===== config.mk =====
export PLATFORM = sky130hd
export DESIGN_NAME = i2c_start_rsv
export DESIGN_NICKNAME = d
export VERILOG_FILES = /design/src/rtl/i2c_rsv_pkg.sv /design/src/rtl/i2c_rsv_sync.sv /design/src/rtl/i2c_rsv_cond_det.sv /design/src/rtl/i2c_rsv_phase_timer.sv /design/src/rtl/i2c_rsv_fsm.sv /design/src/rtl/i2c_start_rsv.sv
export SDC_FILE = /design/constraint.sdc
export NUM_CORES = 1
export LEC_CHECK = 0
export BUFFER_PORTS_ARGS = -buffer_cell sky130_fd_sc_hd__buf_2
export CORE_ASPECT_RATIO = 1.5
export CORE_MARGIN = 8
export CORE_UTILIZATION = 45
export CTS_BUF_LIST = sky130_fd_sc_hd__clkbuf_8
export CTS_CLUSTER_DIAMETER = 60
export DETAILED_ROUTE_END_ITERATION = 10
export GPL_TIMING_DRIVEN = 0
export HOLD_SLACK_MARGIN = 0.1
export PLACE_DENSITY = 0.68
export SLEW_MARGIN = 20
export SYNTH_ARGS = -nofsm -noshare
export SYNTH_HDL_FRONTEND = slang
export SYNTH_SLANG_ARGS = --single-unit

===== constraint.sdc =====
create_clock -name clk -period 3.7 [get_ports clk]
set_input_delay 0.74 -clock clk [delete_from_list [all_inputs] [get_ports clk]]
set_output_delay 0.74 -clock clk [all_outputs]
set_load 0.005 [all_outputs]

===== src/rtl/i2c_rsv_pkg.sv =====
`timescale 1ns/1ps
package i2c_rsv_pkg;

    typedef enum logic [2:0] {
        ST_IDLE   = 3'd0,
        ST_PEND   = 3'd1,
        ST_GEN_H  = 3'd2,
        ST_GEN_L  = 3'd3,
        ST_WAIT   = 3'd4,
        ST_ACTIVE = 3'd5
    } rsv_state_e;

    typedef struct packed {
        logic scl_p;
        logic sda_p;
        logic busy;
    } det_regs_t;

endpackage


===== src/rtl/i2c_rsv_sync.sv =====
`timescale 1ns/1ps
module i2c_rsv_sync #(
    parameter int STAGES = 2,
    parameter int LINES  = 2
) (
    input  logic             clk,
    input  logic             rst_n,
    input  logic [LINES-1:0] din,
    output logic [LINES-1:0] dout
);
    logic [STAGES-1:0][LINES-1:0] pipe_d, pipe_q;

    generate
        for (genvar s = 0; s < STAGES; s++) begin : g_stage
            if (s == 0) begin : g_first
                always_comb pipe_d[s] = din;
            end else begin : g_next
                always_comb pipe_d[s] = pipe_q[s-1];
            end
        end
    endgenerate

    always_ff @(posedge clk or negedge rst_n) begin
        if (!rst_n) pipe_q <= '1;
        else        pipe_q <= pipe_d;
    end

    assign dout = pipe_q[STAGES-1];
endmodule


===== src/rtl/i2c_rsv_cond_det.sv =====
`timescale 1ns/1ps
module i2c_rsv_cond_det
    import i2c_rsv_pkg::*;
(
    input  logic clk,
    input  logic rst_n,
    input  logic scl_s,
    input  logic sda_s,
    output logic start_det,
    output logic stop_det,
    output logic bus_busy
);
    det_regs_t d, q;

    always_comb begin
        start_det = q.scl_p & scl_s & q.sda_p & ~sda_s;
        stop_det  = q.scl_p & scl_s & ~q.sda_p & sda_s;
        d         = q;
        d.scl_p   = scl_s;
        d.sda_p   = sda_s;
        if (stop_det)       d.busy = 1'b0;
        else if (start_det) d.busy = 1'b1;
    end

    always_ff @(posedge clk or negedge rst_n) begin
        if (!rst_n) q <= '{scl_p: 1'b1, sda_p: 1'b1, busy: 1'b0};
        else        q <= d;
    end

    assign bus_busy = q.busy;
endmodule


===== src/rtl/i2c_rsv_phase_timer.sv =====
`timescale 1ns/1ps
module i2c_rsv_phase_timer #(
    parameter int CW = 8
) (
    input  logic          clk,
    input  logic          rst_n,
    input  logic          clr_i,
    input  logic          run_i,
    input  logic [CW-1:0] limit_i,
    output logic          done_o
);
    logic [CW-1:0] cnt_d, cnt_q;
    logic [CW:0]   cnt_inc;

    always_comb begin
        cnt_inc = {1'b0, cnt_q} + {{CW{1'b0}}, 1'b1};
        done_o  = cnt_inc >= {1'b0, limit_i};
        cnt_d   = cnt_q;
        if (clr_i)      cnt_d = '0;
        else if (run_i) cnt_d = cnt_inc[CW-1:0];
    end

    always_ff @(posedge clk or negedge rst_n) begin
        if (!rst_n) cnt_q <= '0;
        else        cnt_q <= cnt_d;
    end
endmodule


===== src/rtl/i2c_rsv_fsm.sv =====
`timescale 1ns/1ps
module i2c_rsv_fsm
    import i2c_rsv_pkg::*;
#(
    parameter int AW = 8,
    parameter int CW = 8
) (
    input  logic          clk,
    input  logic          rst_n,
    input  logic          bus_busy_i,
    input  logic          stop_det_i,
    input  logic          start_req_i,
    input  logic          rsv_block_i,
    input  logic          release_i,
    input  logic          arb_lost_i,
    input  logic          stop_ie_i,
    input  logic          addr_wr_i,
    input  logic [AW-1:0] addr_i,
    input  logic [CW-1:0] thigh_i,
    input  logic [CW-1:0] tlow_i,
    input  logic          tmr_done_i,
    output logic          tmr_clr_o,
    output logic          tmr_run_o,
    output logic [CW-1:0] tmr_limit_o,
    output logic          scl_oe_o,
    output logic          sda_oe_o,
    output logic          start_o,
    output logic          mst_o,
    output logic          wait_o,
    output logic          stop_irq_o,
    output logic          addr_vld_o,
    output logic [AW-1:0] addr_o
);
    typedef struct packed {
        rsv_state_e    st;
        logic          req_p;
        logic          mst;
        logic          start;
        logic          irq;
        logic          vld;
        logic          have;
        logic [AW-1:0] addr;
    } fsm_regs_t;

    fsm_regs_t d, q;
    logic req_rise, abort, in_master;

    always_comb begin
        req_rise  = start_req_i & ~q.req_p;
        abort     = release_i | arb_lost_i;
        in_master = (q.st == ST_GEN_H) || (q.st == ST_GEN_L) || (q.st == ST_WAIT);

        d         = q;
        d.req_p   = start_req_i;
        d.start   = 1'b0;
        d.vld     = 1'b0;
        d.irq     = stop_det_i & stop_ie_i;
        tmr_clr_o = 1'b0;
        tmr_run_o = 1'b0;

        if (addr_wr_i && in_master) begin
            d.addr = addr_i;
            d.have = 1'b1;
        end

        case (q.st)
            ST_IDLE: begin
                if (!abort && req_rise) begin
                    if (!bus_busy_i) begin
                        d.st      = ST_GEN_H;
                        d.start   = 1'b1;
                        d.mst     = 1'b1;
                        d.have    = 1'b0;
                        tmr_clr_o = 1'b1;
                    end else if (!rsv_block_i) begin
                        d.st = ST_PEND;
                    end
                end
            end
            ST_PEND: begin
                if (abort || !start_req_i) begin
                    d.st = ST_IDLE;
                end else if (stop_det_i) begin
                    d.st      = ST_GEN_H;
                    d.start   = 1'b1;
                    d.mst     = 1'b1;
                    d.have    = 1'b0;
                    tmr_clr_o = 1'b1;
                end
            end
            ST_GEN_H: begin
                tmr_run_o = 1'b1;
                if (tmr_done_i) begin
                    d.st      = ST_GEN_L;
                    tmr_clr_o = 1'b1;
                end
            end
            ST_GEN_L: begin
                tmr_run_o = 1'b1;
                if (tmr_done_i) begin
                    d.st      = ST_WAIT;
                    tmr_clr_o = 1'b1;
                end
            end
            ST_WAIT: begin
                if (q.have) begin
                    d.st   = ST_ACTIVE;
                    d.vld  = 1'b1;
                    d.have = 1'b0;
                end
            end
            ST_ACTIVE: begin
                if (stop_det_i) begin
                    d.st  = ST_IDLE;
                    d.mst = 1'b0;
                end
            end
            default: d.st = ST_IDLE;
        endcase

        if (q.st == ST_WAIT && stop_det_i) begin
            d.st  = ST_IDLE;
            d.mst = 1'b0;
            d.vld = 1'b0;
        end

        if (abort && q.st != ST_IDLE) begin
            d.st   = ST_IDLE;
            d.mst  = 1'b0;
            d.vld  = 1'b0;
            d.have = 1'b0;
        end
        if (abort) d.start = 1'b0;
    end

    always_ff @(posedge clk or negedge rst_n) begin
        if (!rst_n) q <= '{st: ST_IDLE, default: '0};
        else        q <= d;
    end

    assign tmr_limit_o = (q.st == ST_GEN_H) ? thigh_i : tlow_i;
    assign sda_oe_o    = in_master;
    assign scl_oe_o    = (q.st == ST_GEN_L) || (q.st == ST_WAIT);
    assign wait_o      = (q.st == ST_WAIT);
    assign start_o     = q.start;
    assign mst_o       = q.mst;
    assign stop_irq_o  = q.irq;
    assign addr_vld_o  = q.vld;
    assign addr_o      = q.addr;
endmodule


===== src/rtl/i2c_start_rsv.sv =====
`timescale 1ns/1ps
module i2c_start_rsv #(
    parameter int AW          = 8,
    parameter int CW          = 8,
    parameter int SYNC_STAGES = 2
) (
    input  logic          clk,
    input  logic          rst_n,
    input  logic          scl_i,
    input  logic          sda_i,
    input  logic          start_req_i,
    input  logic          rsv_block_i,
    input  logic          release_i,
    input  logic          arb_lost_i,
    input  logic          stop_ie_i,
    input  logic          addr_wr_i,
    input  logic [AW-1:0] addr_i,
    input  logic [CW-1:0] thigh_i,
    input  logic [CW-1:0] tlow_i,
    output logic          scl_oe_o,
    output logic          sda_oe_o,
    output logic          start_o,
    output logic          mst_o,
    output logic          wait_o,
    output logic          stop_irq_o,
    output logic          addr_vld_o,
    output logic [AW-1:0] addr_o
);
    localparam int LINES = 2;

    logic [LINES-1:0] lines_s;
    logic             start_det, stop_det, bus_busy;
    logic             tmr_clr, tmr_run, tmr_done;
    logic [CW-1:0]    tmr_limit;

    i2c_rsv_sync #(.STAGES(SYNC_STAGES), .LINES(LINES)) u_sync (
        .clk  (clk),
        .rst_n(rst_n),
        .din  ({scl_i, sda_i}),
        .dout (lines_s)
    );

    i2c_rsv_cond_det u_det (
        .clk      (clk),
        .rst_n    (rst_n),
        .scl_s    (lines_s[1]),
        .sda_s    (lines_s[0]),
        .start_det(start_det),
        .stop_det (stop_det),
        .bus_busy (bus_busy)
    );

    i2c_rsv_phase_timer #(.CW(CW)) u_tmr (
        .clk    (clk),
        .rst_n  (rst_n),
        .clr_i  (tmr_clr),
        .run_i  (tmr_run),
        .limit_i(tmr_limit),
        .done_o (tmr_done)
    );

    i2c_rsv_fsm #(.AW(AW), .CW(CW)) u_fsm (
        .clk        (clk),
        .rst_n      (rst_n),
        .bus_busy_i (bus_busy),
        .stop_det_i (stop_det),
        .start_req_i(start_req_i),
        .rsv_block_i(rsv_block_i),
        .release_i  (release_i),
        .arb_lost_i (arb_lost_i),
        .stop_ie_i  (stop_ie_i),
        .addr_wr_i  (addr_wr_i),
        .addr_i     (addr_i),
        .thigh_i    (thigh_i),
        .tlow_i     (tlow_i),
        .tmr_done_i (tmr_done),
        .tmr_clr_o  (tmr_clr),
        .tmr_run_o  (tmr_run),
        .tmr_limit_o(tmr_limit),
        .scl_oe_o   (scl_oe_o),
        .sda_oe_o   (sda_oe_o),
        .start_o    (start_o),
        .mst_o      (mst_o),
        .wait_o     (wait_o),
        .stop_irq_o (stop_irq_o),
        .addr_vld_o (addr_vld_o),
        .addr_o     (addr_o)
    );

    logic unused_start_det;
    assign unused_start_det = start_det;
endmodule


# After elaboration in Yosys (flattened, before gate mapping)
# Cells that the tools add are included.
op_classes:
  addsub: 1
  order_cmp: 1
  eq_ne: 15
  n_mux: 44
  n_bitwise: 11
  reduce_logical: 18
op_table:
  columns: ["cell", "count"]
  rows:
  - ["two-way mux 3 bit", 11]
  - ["two-way mux 8 bit", 3]
  - ["two-way mux 1 bit", 18]
  - ["one-hot mux 3 bit (6 select lines)", 1]
  - ["!= test 4 x 1 -> 1 bit, second input constant", 4]
  - ["two-way mux 2 bit", 6]
  - ["!= test 4 bit, second input constant", 3]
  - ["adder 8 x 1 -> 9 bit, second input constant", 1]
  - ["greater-or-equal comparator 9 x 8 -> 1 bit", 1]
  - ["two-way mux 9 bit", 1]
  - ["one-hot mux 1 bit (3 select lines)", 3]
  - ["bitwise AND 1 bit", 7]
  - ["AND reduction 7 bit", 1]
  - ["== test 3 x 2 -> 1 bit, second input constant", 2]
  - ["== test 3 bit, second input constant", 2]
  - ["AND reduction 6 bit", 1]
  - ["!= test 5 x 1 -> 1 bit, second input constant", 1]
  - ["!= test 5 x 3 -> 1 bit, second input constant", 1]
  - ["nonzero test 5 bit", 1]
  - ["logical AND 1 bit", 4]
  - ["logical OR 1 bit", 4]
  - ["!= test 4 x 2 -> 1 bit, second input constant", 1]
  - ["nonzero test 2 bit", 2]
  - ["== test 3 x 1 -> 1 bit, second input constant", 1]
  - ["7 further kinds", 10]
word_totals:
  reg_bits: 32
  output_inout_bits: 15

# Logic depth before layout (Yosys ltp)
depth:
  ltp_word: 9
  depth_mapped: 12

# By module
# Synthesis repeated with hierarchy kept, for this count alone.
hier_totals:
  cells_unflattened: 197
  hier_area_um2: 1986.9
modules_own_cells:
  columns: ["mod", "instances", "cells_per_inst", "area_per_inst_um2", "seq_area_each_um2"]
  rows:
  - ["i2c_rsv_fsm", 1, 107, 1118.6, 425.4]
  - ["i2c_rsv_phase_timer", 1, 76, 651.9, 200.2]
  - ["i2c_rsv_cond_det", 1, 10, 111.4, 77.6]
  - ["i2c_rsv_sync", 1, 4, 105.1, 105.1]

# Worst setup path after synthesis
# No wires, ideal clock.
synth_timing:
  kind: "reg2reg"
  start: "reg u_fsm.q[16] (netlist bit)"
  end: "reg u_tmr.cnt_q[2]"
  arrival_ns: 2.646
  t_required_ns: 3.618
  path_slack_ns: 0.972
  stages_incl_launch_ff: 13
  n_path_buf: 3
  cell_sequence: "dfrtp_1 -> clkbuf_1 -> nor2_1 -> and2_1 -> buf_2 -> mux2_2 -> ha_1 -> nor2_1 -> a21oi_1 -> o31ai_1 -> clkbuf_1 -> a31oi_1 -> o22ai_1"
synth_via:
  elab_chain_len: 6
  word_cells_on_any_way: 12
synth_rtl:
  columns: ["element", "line", "text"]
  rows:
  - ["from (decl)", "i2c_rsv_fsm.sv:45", "fsm_regs_t d, q;"]
  - ["from (signal assigned)", "i2c_rsv_fsm.sv:137", "if (!rst_n) q <= '{st: ST_IDLE, default: '0};"]
  - ["from (signal assigned)", "i2c_rsv_fsm.sv:138", "else q <= d;"]
  - ["== test 3 x 2 -> 1 bit", "i2c_rsv_fsm.sv:66, i2c_rsv_fsm.sv:141", null]
  - ["two-way mux 8 bit", "i2c_rsv_fsm.sv:141", "assign tmr_limit_o = (q.st == ST_GEN_H) ? thigh_i : tlow_i;"]
  - ["greater-or-equal comparator 9 x 8 -> 1 bit", "i2c_rsv_phase_timer.sv:17", "done_o = cnt_inc >= {1'b0, limit_i};"]
  - ["two-way mux 1 bit", "i2c_rsv_fsm.sv:93, i2c_rsv_fsm.sv:100", null]
  - ["one-hot mux 1 bit (3 select lines)", "i2c_rsv_fsm.sv:66", "case (q.st)"]
  - ["two-way mux 8 bit or nonzero test 2 bit (tied branches)", null, null]
  - ["to (signal assigned)", "i2c_rsv_phase_timer.sv:25", "else cnt_q <= cnt_d;"]
  - ["to (decl)", "i2c_rsv_phase_timer.sv:12", "logic [CW-1:0] cnt_d, cnt_q;"]
# Several ways; a longest one is shown, not always the timed one.
# A chain may end at the register's enable or synchronous reset.

# Worst setup path in the final report
# Ends and elaborated chain as after synthesis.

==> metrics.md <==
| Metric | Value |
|---|---|
| Post-Synthesis Cell Area | `1870 sq um` |
| Share of the yosys chip area belonging to registers | `0.432` |
| Fin cells | `285` |
| Synth area leader | `dfrtp_1` |
| Leading cell types in the layout, fill and taps excluded | `buf_2 (52), dfrtp_1 (26), nor2_1 (16)` |
| Pwr dens | `about 640 nW/um^2` |
| Crit-path max FO | `10` |
| Routed WL | `4240 microns` |
| Unrepaired setup endpoints after global routing | `no` |
| Vias | `approximately 1600` |
| EDFF count, synth | `0` |
| Synth Area in XOR/XNOR | `0.0281` |
| Clock transition at the registers of the reported paths | `around 0.070 ns` |
| Area grow syn2layout | `20.7%` |
| Synth unique cells | `44` |
| Synth top area share | `0.348` |
| Hold-fix buffers, CTS | `0` |
| Lkg Pwr | `0.00110 uW` |
| Rows | `28` |
| Final Cycle Share | `0.858` |
| Largest net degree at the start of global routing | `33` |
| DRT iter0 DRCs | `57` |
| First-pass GRT wire length | `about 7000 microns` |
| Avg WL per Cell | `approximately 15 microns` |
| Top_reg_cell synth | `dfrtp_1` |
| Layout net count | `between 200 and 300` |
| R2R setup slack | `~0.53 ns` |
| Syn Nets | `roughly 230` |
| Largest family of logic cells by synthesized area | `compound AO/OA/AOI/OAI gates` |
| CP Capture Type | `flop` |
| Io pins | `a little under 50` |
| GR Overflow Total | `0` |
| Slew @ Worst Pin | `0.688 ns` |
| Adder-Cell Fraction of Synth Area | `0.0669` |
| Proportion of synthesized area in mux cells | `0.0977` |
| Dpl hpwl | `3420 microns` |
| Critical Path Start Type | `flop` |
| Crit Path Category | `reg2reg` |
| Largest cells by area after synthesis | `dfrtp_1 (35%), dfstp_2 (8.4%), ha_1 (6.7%), mux2_2 (6.0%), mux2i_1 (3.7%)` |
| CTS Buffer Depth | `2` |
| Yosys warns | `0` |
| Relative slew slack | `0.541` |
| TritonRoute pass-1 iters | `4` |
| CP arrival | `3.39 ns` |
| Root buf cell | `clkbuf_8` |
| Leading cell type in the layout, fill and taps excluded | `buf_2` |
| Antenna violations before repair | `0` |
| CTS resizes | `0` |
| Post-Synth Simple-Gate Area | `0.157` |
| Buffers added on ports | `48` |
| Slew Limit Fails | `0` |
| Die boundary width | `68.6 microns` |
| DRC Markers | `0` |
| CTS tree | `built` |
| Max cap viols | `0` |
| Die area | `6520 sq um` |
| Worst-skew pair later-pin latency | `between 0.2 and 0.3 ns` |
| Vias per cell | `about 5.5` |
| Initial Util | `0.473` |
| Number of global-route vias before repair | `roughly 1700` |
| Diode count | `0` |
| Compound-Gate Fraction of Synth Area | `0.160` |
| Post-Place Cells | `277` |
| Total negative slack | `0 ns` |
| VDD IR max | `between 0.4 and 0.5 mV` |
| Status | `complete, no violations` |
| FF+latch count, synth | `32` |
| CTS Buf Count | `5` |
| Layout cells sized above 1 | `0.367` |
| Post-CTS setup repair buffer count | `0` |
| Worst path required time | `~3.9 ns` |
| Die Ht | `around 95 microns` |
| H-tree depth | `2` |
| Highest clock rate | `roughly 320 MHz` |
| RePlAce Congestion | `~0.85` |
| GRT Total Usage | `0.136` |
| CORE AREA | `approximately 4000 sq um` |
| Endpoints failing setup | `0` |
| Hold Crit Class | `reg2reg` |
| Min Tclk post-route | `3.17 ns` |
| Asr flop ratio synth | `1.00` |
| Antenna viol nets, final | `0` |
| Post-Synthesis Cells | `approximately 180` |
| Fillcell total | `approximately 380` |
| Skew final | `~0.008 ns` |
| Place WS | `between 0.5 and 0.6 ns` |
| Synth Area per Inst | `10.2 sq um` |
| Clock sink count | `32` |
| Setup WS post-layout | `roughly 0.53 ns` |
| Final hold viol count | `0` |
-- state kept, by name (all words and copies together), names as in the netlist, 2 cells and up --
| register | count |
|---|---|
| u_fsm.q | 5 |
| u_fsm.addr_o | 8 |
| u_sync.dout | 2 |
| u_det.q | 2 |
| u_tmr.cnt_q | 8 |
| u_sync.pipe_d | 2 |
-- kinds of logic (layout without fill, tap and decap cells) --
| family | count (synthesis) | after routing |
|---|---|---|
| and+or+nand+nor | 57 | 57 |
| AOI/OAI and AO/OA | 42 | 42 |
| DFF | 32 | 32 |
| buffers and inverters | 20 | 76 |
| muxes | 17 | 17 |
| adders and majority gates | 10 | 10 |
| xor gates and xnor gates | 6 | 6 |
-- cell usage after synthesis (3+ instances only) --
cell type	count
dfrtp_1	26
nor2_1	16
nand2_1	12
ha_1	10
mux2_2	10
o21ai_0	10
buf_4	8
nand3_1	8
a21oi_1	7
mux2i_1	7
a32o_1	6
dfstp_2	6
inv_1	6
a31oi_1	4
buf_2	4
nand4_1	4
nor2b_1	3
nor3_1	3
xnor2_1	3
xor2_1	3
-- worst paths after layout --
check | from | to | cells after the start
worst min-delay path | u_sync.pipe_d[3]$_DFF_PN1_ | u_sync.dout[1]$_DFF_PN1_ | 0
worst max register to register | u_fsm.q[16]$_DFFE_PN0P_ | u_tmr.cnt_q[2]$_DFFE_PN0P_ | 12
worst max-delay path | u_fsm.q[16]$_DFFE_PN0P_ | u_tmr.cnt_q[2]$_DFFE_PN0P_ | 12
min in group asynchronous | rst_n | u_fsm.q[16]$_DFFE_PN0P_ | 1
max in group asynchronous | rst_n | u_fsm.stop_irq_o$_DFF_PN0_ | 1
worst min register to register | u_sync.pipe_d[3]$_DFF_PN1_ | u_sync.dout[1]$_DFF_PN1_ | 0
-- worst max-delay path, stage by stage (launching register included) --
cell,delay (ns)
dfrtp_1,0.44
clkbuf_1,0.23
nor2_1,0.20
and2_1,0.15
buf_2,0.24
mux2_2,0.37
ha_1,0.26
nor2_1,0.10
a21oi_1,0.07
o31ai_1,0.37
clkbuf_1,0.37
nand2_1,0.13
o22ai_1,0.17
-- metal layers --
layer / share of wire / routed length (microns) / track usage
met5: 0 / 0 / 0
met4: 0.018 / 77 / 0.0600
met3: 0.065 / 274 / 0.0391
met2: 0.53 / 2250 / 0.257
met1: 0.39 / 1640 / 0.128
-- per-stage QoR --
stage | total power [uW] | instance area, sq um | hold slack, ns | util
3_5_place_dp | 1190 | 2170 | 0.350 | 0.547
4_1_cts | 1460 | 2260 | 0.359 | 0.570
5_1_grt | 1560 | 2260 | 0.364 | 0.570
3_3_place_gp | 1170 | 2170 | 0.347 | 0.547
2_1_floorplan | 987 | 1870 | 0.345 | -
6_report | 1450 | 2260 | 0.357 | 0.570
-- where the power goes --
| group | leakage [uW] | internal [uW] | switching (uW) |
|---|---|---|---|
| registers | 0.000395 | 443 | 76.9 |
| logic | 0.000649 | 334 | 328 |
| clock network | 0.0000538 | 146 | 119 |
-- layout make-up --
class / count / area, sq um / share of cell area
inverters: 6 / 22.5 / 0.00998
plain buffers: 14 / 87.6 / 0.0388
repair buffers: 48 / 240 / 0.106
clock buffers: 6 / 82.6 / 0.0366
clock inverters: 2 / 7.51 / 0.00333
well taps: 45 / 56.3 / 0.0249
flip-flops and latches: 32 / 808 / 0.358
multi-input cells: 132 / 952 / 0.422
(Power assumes the default switching activity.)
